`config.mk`:
```
export PLATFORM = sky130hd
export DESIGN_NAME = mdio_slave
export DESIGN_NICKNAME = d
export VERILOG_FILES = /design/src/rtl/mdio_pkg.sv /design/src/rtl/mdio_in_sync.sv /design/src/rtl/mdio_edge_det.sv /design/src/rtl/mdio_frame_dec.sv /design/src/rtl/mdio_slave.sv
export SDC_FILE = /design/constraint.sdc
export NUM_CORES = 1
export LEC_CHECK = 0
export BUFFER_PORTS_ARGS = -buffer_cell sky130_fd_sc_hd__buf_2
export CAP_MARGIN = 30
export CORE_MARGIN = 2
export CORE_UTILIZATION = 35
export CTS_CLUSTER_SIZE = 16
export DETAILED_ROUTE_END_ITERATION = 6
export PLACE_DENSITY = 0.52
export SLEW_MARGIN = 20
export SYNTH_ARGS = -nofsm -noshare
export SYNTH_HDL_FRONTEND = slang
export SYNTH_SLANG_ARGS = --single-unit
export TNS_END_PERCENT = 1
```
`constraint.sdc`:
```
create_clock -name clk_i -period 2.15 [get_ports clk_i]
set_input_delay 0.3225 -clock clk_i [delete_from_list [all_inputs] [get_ports clk_i]]
set_output_delay 0.3225 -clock clk_i [all_outputs]
set_load 0.02 [all_outputs]
```
`src/rtl/mdio_pkg.sv`:
```
package mdio_pkg;
  typedef enum logic [2:0] {
    ST_HUNT, ST_START, ST_OPC, ST_PHY, ST_REG, ST_TA, ST_DATA
  } mdio_state_e;

  localparam logic [1:0] OPC_WR = 2'b01;
  localparam logic [1:0] OPC_RD = 2'b10;
endpackage

```
`src/rtl/mdio_in_sync.sv`:
```
module mdio_in_sync #(
  parameter int unsigned W      = 2,
  parameter int unsigned STAGES = 2,
  parameter logic [W-1:0] RST_VAL = '0
) (
  input  logic         clk_i,
  input  logic         rst_ni,
  input  logic [W-1:0] d_i,
  output logic [W-1:0] q_o
);
  for (genvar g = 0; g < W; g++) begin : g_bit
    logic [STAGES-1:0] chain_q;
    always_ff @(posedge clk_i or negedge rst_ni) begin
      if (!rst_ni) chain_q <= {STAGES{RST_VAL[g]}};
      else         chain_q <= {chain_q[STAGES-2:0], d_i[g]};
    end
    assign q_o[g] = chain_q[STAGES-1];
  end
endmodule

```
`src/rtl/mdio_edge_det.sv`:
```
module mdio_edge_det (
  input  logic clk_i,
  input  logic rst_ni,
  input  logic lvl_i,
  output logic rise_o,
  output logic fall_o
);
  logic prev_q;
  always_ff @(posedge clk_i or negedge rst_ni) begin
    if (!rst_ni) prev_q <= 1'b0;
    else         prev_q <= lvl_i;
  end
  assign rise_o = lvl_i & ~prev_q;
  assign fall_o = ~lvl_i & prev_q;
endmodule

```
`src/rtl/mdio_frame_dec.sv`:
```
module mdio_frame_dec
  import mdio_pkg::*;
#(
  parameter int unsigned ADDR_W  = 5,
  parameter int unsigned DATA_W  = 16,
  parameter int unsigned PRE_LEN = 32
) (
  input  logic              clk_i,
  input  logic              rst_ni,
  input  logic              rise_i,
  input  logic              fall_i,
  input  logic              bit_i,
  input  logic [ADDR_W-1:0] phy_addr_i,
  input  logic [DATA_W-1:0] rdata_i,
  output logic [ADDR_W-1:0] reg_addr_o,
  output logic [DATA_W-1:0] wdata_o,
  output logic              we_o,
  output logic              mdio_o,
  output logic              oe_o,
  output logic [ADDR_W-1:0] phy_o,
  output logic [1:0]        opc_o
);
  localparam int unsigned CNT_W = $clog2(DATA_W);
  localparam int unsigned PRE_W = $clog2(PRE_LEN + 1);

  mdio_state_e       state_q;
  logic [PRE_W-1:0]  pre_q;
  logic [CNT_W-1:0]  cnt_q;
  logic [1:0]        opc_q;
  logic [ADDR_W-1:0] phy_q, reg_q;
  logic [DATA_W-1:0] rsh_q, wsh_q, wdata_q;
  logic              act_rd_q, act_wr_q, we_q, dout_q, oe_q;

  always_ff @(posedge clk_i or negedge rst_ni) begin
    if (!rst_ni) begin
      state_q  <= ST_HUNT;
      pre_q    <= '0;
      cnt_q    <= '0;
      opc_q    <= '0;
      phy_q    <= '0;
      reg_q    <= '0;
      rsh_q    <= '1;
      wsh_q    <= '0;
      wdata_q  <= '0;
      act_rd_q <= 1'b0;
      act_wr_q <= 1'b0;
      we_q     <= 1'b0;
      dout_q   <= 1'b1;
      oe_q     <= 1'b0;
    end else begin
      we_q <= 1'b0;
      if (rise_i) begin
        unique case (state_q)
          ST_HUNT: begin
            if (bit_i) begin
              if (pre_q != PRE_W'(PRE_LEN)) pre_q <= pre_q + 1'b1;
            end else begin
              if (pre_q == PRE_W'(PRE_LEN)) state_q <= ST_START;
              pre_q <= '0;
            end
          end
          ST_START: begin
            state_q <= bit_i ? ST_OPC : ST_HUNT;
            cnt_q   <= '0;
          end
          ST_OPC: begin
            opc_q <= {opc_q[0], bit_i};
            cnt_q <= cnt_q + 1'b1;
            if (cnt_q == CNT_W'(1)) begin
              state_q <= ST_PHY;
              cnt_q   <= '0;
            end
          end
          ST_PHY: begin
            phy_q <= {phy_q[ADDR_W-2:0], bit_i};
            cnt_q <= cnt_q + 1'b1;
            if (cnt_q == CNT_W'(ADDR_W - 1)) begin
              state_q <= ST_REG;
              cnt_q   <= '0;
            end
          end
          ST_REG: begin
            reg_q <= {reg_q[ADDR_W-2:0], bit_i};
            cnt_q <= cnt_q + 1'b1;
            if (cnt_q == CNT_W'(ADDR_W - 1)) begin
              state_q <= ST_TA;
              cnt_q   <= '0;
            end
          end
          ST_TA: begin
            cnt_q <= cnt_q + 1'b1;
            if (cnt_q == CNT_W'(1)) begin
              state_q  <= ST_DATA;
              cnt_q    <= '0;
              rsh_q    <= rdata_i;
              act_rd_q <= (opc_q == OPC_RD) && (phy_q == phy_addr_i);
              act_wr_q <= (opc_q == OPC_WR) && (phy_q == phy_addr_i);
            end
          end
          ST_DATA: begin
            wsh_q <= {wsh_q[DATA_W-2:0], bit_i};
            cnt_q <= cnt_q + 1'b1;
            if (cnt_q == CNT_W'(DATA_W - 1)) begin
              state_q  <= ST_HUNT;
              cnt_q    <= '0;
              oe_q     <= 1'b0;
              dout_q   <= 1'b1;
              act_rd_q <= 1'b0;
              act_wr_q <= 1'b0;
              if (act_wr_q) begin
                we_q    <= 1'b1;
                wdata_q <= {wsh_q[DATA_W-2:0], bit_i};
              end
            end
          end
          default: state_q <= ST_HUNT;
        endcase
      end else if (fall_i && state_q == ST_DATA && act_rd_q) begin
        // update while MDC is low so the bit is settled at the next rise
        oe_q   <= 1'b1;
        dout_q <= rsh_q[DATA_W-1];
        rsh_q  <= {rsh_q[DATA_W-2:0], 1'b1};
      end
    end
  end

  assign reg_addr_o = reg_q;
  assign wdata_o    = wdata_q;
  assign we_o       = we_q;
  assign mdio_o     = dout_q;
  assign oe_o       = oe_q;
  assign phy_o      = phy_q;
  assign opc_o      = opc_q;
endmodule

```
`src/rtl/mdio_slave.sv`:
```
module mdio_slave #(
  parameter int unsigned ADDR_W      = 5,
  parameter int unsigned DATA_W      = 16,
  parameter int unsigned PRE_LEN     = 32,
  parameter int unsigned SYNC_STAGES = 2
) (
  input  logic              clk_i,
  input  logic              rst_ni,
  input  logic [ADDR_W-1:0] phy_addr_i,
  input  logic              mdc_i,
  input  logic              mdio_i,
  output logic              mdio_o,
  output logic              mdio_oe_o,
  output logic [ADDR_W-1:0] reg_addr_o,
  input  logic [DATA_W-1:0] reg_rdata_i,
  output logic [DATA_W-1:0] reg_wdata_o,
  output logic              reg_we_o
);
  logic [1:0]        sync_q;
  logic              mdc_rise, mdc_fall;
  logic [ADDR_W-1:0] phy_cap;
  logic [1:0]        opc_cap;

  mdio_in_sync #(.W(2), .STAGES(SYNC_STAGES), .RST_VAL(2'b10)) u_sync (
    .clk_i (clk_i),
    .rst_ni(rst_ni),
    .d_i   ({mdio_i, mdc_i}),
    .q_o   (sync_q)
  );

  mdio_edge_det u_edge (
    .clk_i (clk_i),
    .rst_ni(rst_ni),
    .lvl_i (sync_q[0]),
    .rise_o(mdc_rise),
    .fall_o(mdc_fall)
  );

  mdio_frame_dec #(.ADDR_W(ADDR_W), .DATA_W(DATA_W), .PRE_LEN(PRE_LEN)) u_dec (
    .clk_i     (clk_i),
    .rst_ni    (rst_ni),
    .rise_i    (mdc_rise),
    .fall_i    (mdc_fall),
    .bit_i     (sync_q[1]),
    .phy_addr_i(phy_addr_i),
    .rdata_i   (reg_rdata_i),
    .reg_addr_o(reg_addr_o),
    .wdata_o   (reg_wdata_o),
    .we_o      (reg_we_o),
    .mdio_o    (mdio_o),
    .oe_o      (mdio_oe_o),
    .phy_o     (phy_cap),
    .opc_o     (opc_cap)
  );
endmodule

```
### After elaboration in Yosys (flattened, before gate mapping)

Cells that the tools add are included.

| storage, ports and cells | value |
|---|---|
| register bits after elaboration | 82 |
| input bits | 25 |
| word-level logic and storage cells | 105 |

| operators by class | value |
|---|---|
| equal/unequal tests | 26 |
| add/sub/neg operators | 2 |
| reductions and logical operators | 21 |
| bitwise logic cells | 4 |
| muxes and demuxes | 35 |

Operators with widths:

| operator | number |
|---|---|
| 2-to-1 mux 16 bit | 4 |
| != test 2 x 1 -> 1 bit (second input constant) | 11 |
| 2-to-1 mux 3 bit | 7 |
| case mux 3 bit (7 select lines) | 1 |
| case mux 4 bit (4 select lines) | 1 |
| 2-to-1 mux 1 bit | 14 |
| 2-to-1 mux 4 bit | 3 |
| 2-to-1 mux 6 bit | 2 |
| AND reduction 2 bit | 5 |
| equality test 3 bit (second input constant) | 3 |
| AND reduction 3 bit | 3 |
| AND reduction 4 bit | 2 |
| AND reduction 8 bit | 1 |
| adder 6 x 1 -> 6 bit (second input constant) | 1 |
| equality test 3 x 2 -> 1 bit (second input constant) | 2 |
| equality test 6 bit (second input constant) | 1 |
| != test 6 bit (second input constant) | 1 |
| equality test 5 bit | 1 |
| adder 4 x 1 -> 4 bit (second input constant) | 1 |
| equality test 4 x 1 -> 1 bit (second input constant) | 1 |
| equality test 4 x 3 -> 1 bit (second input constant) | 1 |
| equality test 4 bit (second input constant) | 1 |
| logical AND 1 bit | 4 |
| case mux 1 bit (2 select lines) | 2 |
| other kinds (11) | 15 |

### Depth between registers and ports, before layout

| logic depth | value |
|---|---|
| depth after elaboration | 6 |
| depth in mapped cells | 7 |
| mapped depth without buffers | 6 |

### Modules after synthesis

A second synthesis with hierarchy kept.

| unflattened totals | value |
|---|---|
| cell total of the unflattened synthesis | 299 |
| area total of the unflattened synthesis | 3,766.1 µm² |

Modules (own cells, without submodules):

| module | cells each | area each (µm²) | times used |
|---|---|---|---|
| mdio_frame_dec | 290 | 3,608.5 | 1 |
| mdio_in_sync | 6 | 117.6 | 1 |
| mdio_edge_det | 3 | 40.0 | 1 |

### Least setup slack after synthesis

No wires, ideal clock.

| timing path | value |
|---|---|
| path kind | register to register |
| start | register u_dec.cnt_q[1] |
| end | register u_dec.rsh_q[11] |
| data required time | 2,068 ps |
| library setup time | 82 ps |
| path buffers | 1 |
| arrival | 1,764 ps |
| cell stages (with the launch flop) | 8 |
| setup slack | 304 ps |
| cells stage by stage | dfrtp_1 inv_1 ha_1 or3b_4 nor3_4 nor2_2 buf_6 mux2_4 |

| between the ends | value |
|---|---|
| word-level cells in the longest chain between the ends | 3 |

RTL lines:

| element | RTL line | RTL |
|---|---|---|
| start, declared | mdio_frame_dec.sv:28 | `logic [CNT_W-1:0] cnt_q;` |
| start signal, assigned | mdio_frame_dec.sv:68 | `cnt_q <= cnt_q + 1'b1;` |
| start signal, assigned | mdio_frame_dec.sv:76 | `cnt_q <= cnt_q + 1'b1;` |
| start signal, assigned | mdio_frame_dec.sv:84 | `cnt_q <= cnt_q + 1'b1;` |
| equality test 4 x 1 -> 1 bit | mdio_frame_dec.sv:92 | `if (cnt_q == CNT_W'(1)) begin` |
| != test 2 x 1 -> 1 bit (no line) | -- |  |
| AND reduction 3 bit (no line) | -- |  |
| end signal, assigned | mdio_frame_dec.sv:95 | `rsh_q <= rdata_i;` |
| end signal, assigned | mdio_frame_dec.sv:122 | `rsh_q <= {rsh_q[DATA_W-2:0], 1'b1};` |
| end, declared | mdio_frame_dec.sv:31 | `logic [DATA_W-1:0] rsh_q, wsh_q, wdata_q;` |

No other way between the ends.
A chain may end at the register's enable or synchronous reset.

### Worst setup path in the final report

| timing path | value |
|---|---|
| start | register u_dec.cnt_q[0] |
| end | register u_dec.state_q[0] |

| between the ends | value |
|---|---|
| word-level cells in the longest chain between the ends | 3 |

RTL lines:

| element | RTL line | RTL |
|---|---|---|
| equality test 4 bit (tied with other cells) | mdio_frame_dec.sv:103 | `if (cnt_q == CNT_W'(DATA_W - 1)) begin` |
| != test 2 x 1 -> 1 bit (no line) | -- |  |
| AND reduction 8 bit (no line) (*) | -- |  |
| end signal, assigned | mdio_frame_dec.sv:63 | `state_q <= bit_i ? ST_OPC : ST_HUNT;` |
| end, declared | mdio_frame_dec.sv:26 | `mdio_state_e state_q;` |

Mark *: on every way between the ends. The rest lies on a longest branch, timed or not.

==> metrics <==
Period minus WS final 1.99 ns; GRT overflow 0; WL/cell 13.6 um; Post-synth EDFFs 0; first-pass GRT wire length 12,400 um; endpoints failing setup 0; antenna violations before repair 0; FF-to-FF setup slack 0.16 ns; final instance area 4570 um2; die area 12,000 um2; worst reg-to-reg path cell count 7; Post-CTS Setup Bufs 0; DR pass1 iterations 4; die width 110 um; Reg clk slew, reported paths 0.09 ns; Ys Warns 0; synth unique cells 56; Core Box Area 10,800 um2; CP required 2.37 ns; Worst Tran Pin Value 0.783 ns; Post-DP Area 4370 um2; Clock Tree Root clkbuf_8; max-cap violations 0; Final Cycle Share 0.924; CP Capture Type flip-flop; number of DRC markers in iteration 0 153; CTS Hold Bufs 0; CTS sink cnt 82; synthesized cell area 3900 um2; Post-Syn Area per Cell 11.9 um2; worst skew pair latency 0.34 ns; Placed Instances 518; CP Launch Type flip-flop; CTS buffer count 9; DP HPWL 5030 um; Layout Cells excl Fill 533; CTS tree built; status finished, final reports clean; Worst slew margin 0.478; FF+latch count, synth 82; Cell Pwr Density 616 nW/um2; Final Hold Viols 0; Synthesized Nets 359; ys flop type dfrtp_1; buffer levels on the longest clock path 2; via count 2,563; largest net degree at the start of global routing 61; gr usage total 0.134; post-route DRC violation count 0; Area Growth Syn to Fin 17.0%; PostCTS Resize Cnt 1; Hold Crit Class primary input to async pin; I/O pin total 49; number of H-tree levels 3; number of diodes 0; buffers added on ports 48; Post-Syn Instances 329; Leak 0.00230 uW; gpl congestion 0.770; die height 110 um; vias per cell 4.81; RSZ-0062 raised after global routing false; share of cells above drive strength 1 0.397; Synth async-reset ratio 1.00; WL final 7250 um; worst reg2reg endpoint u_dec.state_q[0]; number of global-route vias before repair 2,544; Final #Nets 419; CP Class flip-flop to flip-flop; worst vdd ir 0.333 mV; critical path fanouts, max 4; final hold slack 0.0646 ns; data arrival time of the worst path 2.21 ns; FMAX 503 MHz; sequential fraction of the synthesis area 0.532; Slew Viols, Final 0; skew final 0.0121 ns; Final ANT Viol Nets 0; Critical R2R Launch u_dec.cnt_q[0]; initial core utilization 0.360; num rows 38
-- sequential cells by signal, indices dropped and copies added, names as in the netlist, 2 cells and up --
| signal | flops |
|---|---|
| u_dec.pre_q | 6 |
| u_dec.cnt_q | 4 |
| u_dec.rsh_q | 16 |
| u_dec.state_q | 3 |
| u_dec.opc_o | 2 |
| u_dec.wdata_o | 16 |
| u_dec.wsh_q | 15 |
| u_dec.reg_addr_o | 5 |
| u_sync.g_bit.chain_q | 4 |
| u_dec.phy_o | 5 |
-- metal layers --
| metal | GRT usage | up-vias | part of all wire |
|---|---|---|---|
| met3 | 0.0231 | 10 | 0.031 |
| met5 | 0 | - | 0 |
| met1 | 0.194 | 1239 | 0.52 |
| met4 | 0.0696 | 0 | 0.025 |
| met2 | 0.190 | 45 | 0.43 |
| li1 | - | 1269 | - |
-- per-stage QoR --
stage	total power, uW	TNS [ns]	worst slack [ns]	util
CTS	2860	0	0.161	0.421
global route	2940	0	0.0138	0.421
global placement	1740	-0.0775	-0.0157	0.403
finish	2810	0	0.164	0.421
floorplan	1660	0	0.304	-
detailed placement	1740	-0.256	-0.0580	0.403
-- synthesized netlist by cell type (4+ instances only) --
cell type | n | area share
nor3_1 | 4 | 0.0051
o211ai_1 | 4 | 0.0077
nand3_1 | 8 | 0.010
nand2b_1 | 9 | 0.014
mux2_4 | 10 | 0.038
dfstp_2 | 19 | 0.13
nand2_1 | 59 | 0.057
mux2_1 | 10 | 0.029
nor2_1 | 7 | 0.0067
buf_2 | 8 | 0.010
mux2_2 | 36 | 0.10
inv_1 | 11 | 0.011
dfrtp_1 | 63 | 0.40
o21ai_0 | 13 | 0.017
xnor2_1 | 5 | 0.011
ha_1 | 5 | 0.016
-- critical path, cell delays in order (launching register included) --
cell	delay, ns
dfrtp_1	0.36
buf_4	0.12
inv_1	0.06
ha_1	0.23
and4b_1	0.18
nor3_1	0.43
nor3_1	0.16
mux2_1	0.33
-- layout by cell type, fill, tap and decap left out, types with 3 or more instances in the layout --
cell / instances
buf_2: 47
buf_4: 16
clkbuf_8: 10
dfrtp_1: 63
dfstp_2: 19
ha_1: 5
inv_1: 11
mux2_1: 10
mux2_2: 36
mux2_4: 10
mux2i_1: 3
nand2_1: 59
nand2b_1: 9
nand3_1: 8
nand3b_1: 3
nor2_1: 7
nor3_1: 4
o211ai_1: 4
o21ai_0: 13
o22ai_1: 3
o31ai_1: 3
xnor2_1: 5
-- how the worst max path moves through the flow --
stage	slack, ns	depth (start not counted)	startpoint	endpoint
floorplan	0.30	7	u_dec.cnt_q[1]	u_dec.rsh_q[11]
finish	0.16	7	u_dec.cnt_q[0]	u_dec.state_q[0]
CTS	0.16	6	u_dec.cnt_q[0]	u_dec.wdata_o[13]
global route	0.01	6	u_dec.cnt_q[0]	u_dec.wdata_o[10]
detailed placement	-0.06	6	u_dec.cnt_q[1]	u_dec.rsh_q[6]
global placement	-0.02	6	u_dec.cnt_q[1]	u_dec.rsh_q[7]
-- final cells by class --
class	count	area, um2
flip-flops and latches	82	2080
inverters	11	41.3
fillers	1055	6270
clock inverters	4	52.6
well taps	140	175
clock buffers	11	141
repair buffers	64	375
multi-input cells	221	1700
-- power breakdown --
group / internal [uW] / total [uW] / switching, uW / leakage (uW)
registers: 1560 / 1570 / 16.7 / 0.00107
logic: 52.4 / 134 / 81.1 / 0.00113
clock network: 565 / 1110 / 541 / 0.0000994
total: 2180 / 2810 / 638 / 0.00230
-- logic make-up after synthesis --
family                   after synthesis  synth area share
flip-flops                            82             0.532
AO/OA/AOI/OAI                         37            0.0699
AND/OR/NAND/NOR                      115             0.159
multiplexers                          59             0.179
buffers and inverters                 26            0.0324
XOR/XNOR                               5            0.0112
adder cells (fa/ha/maj)                5            0.0160
(Power assumes the default switching activity.)
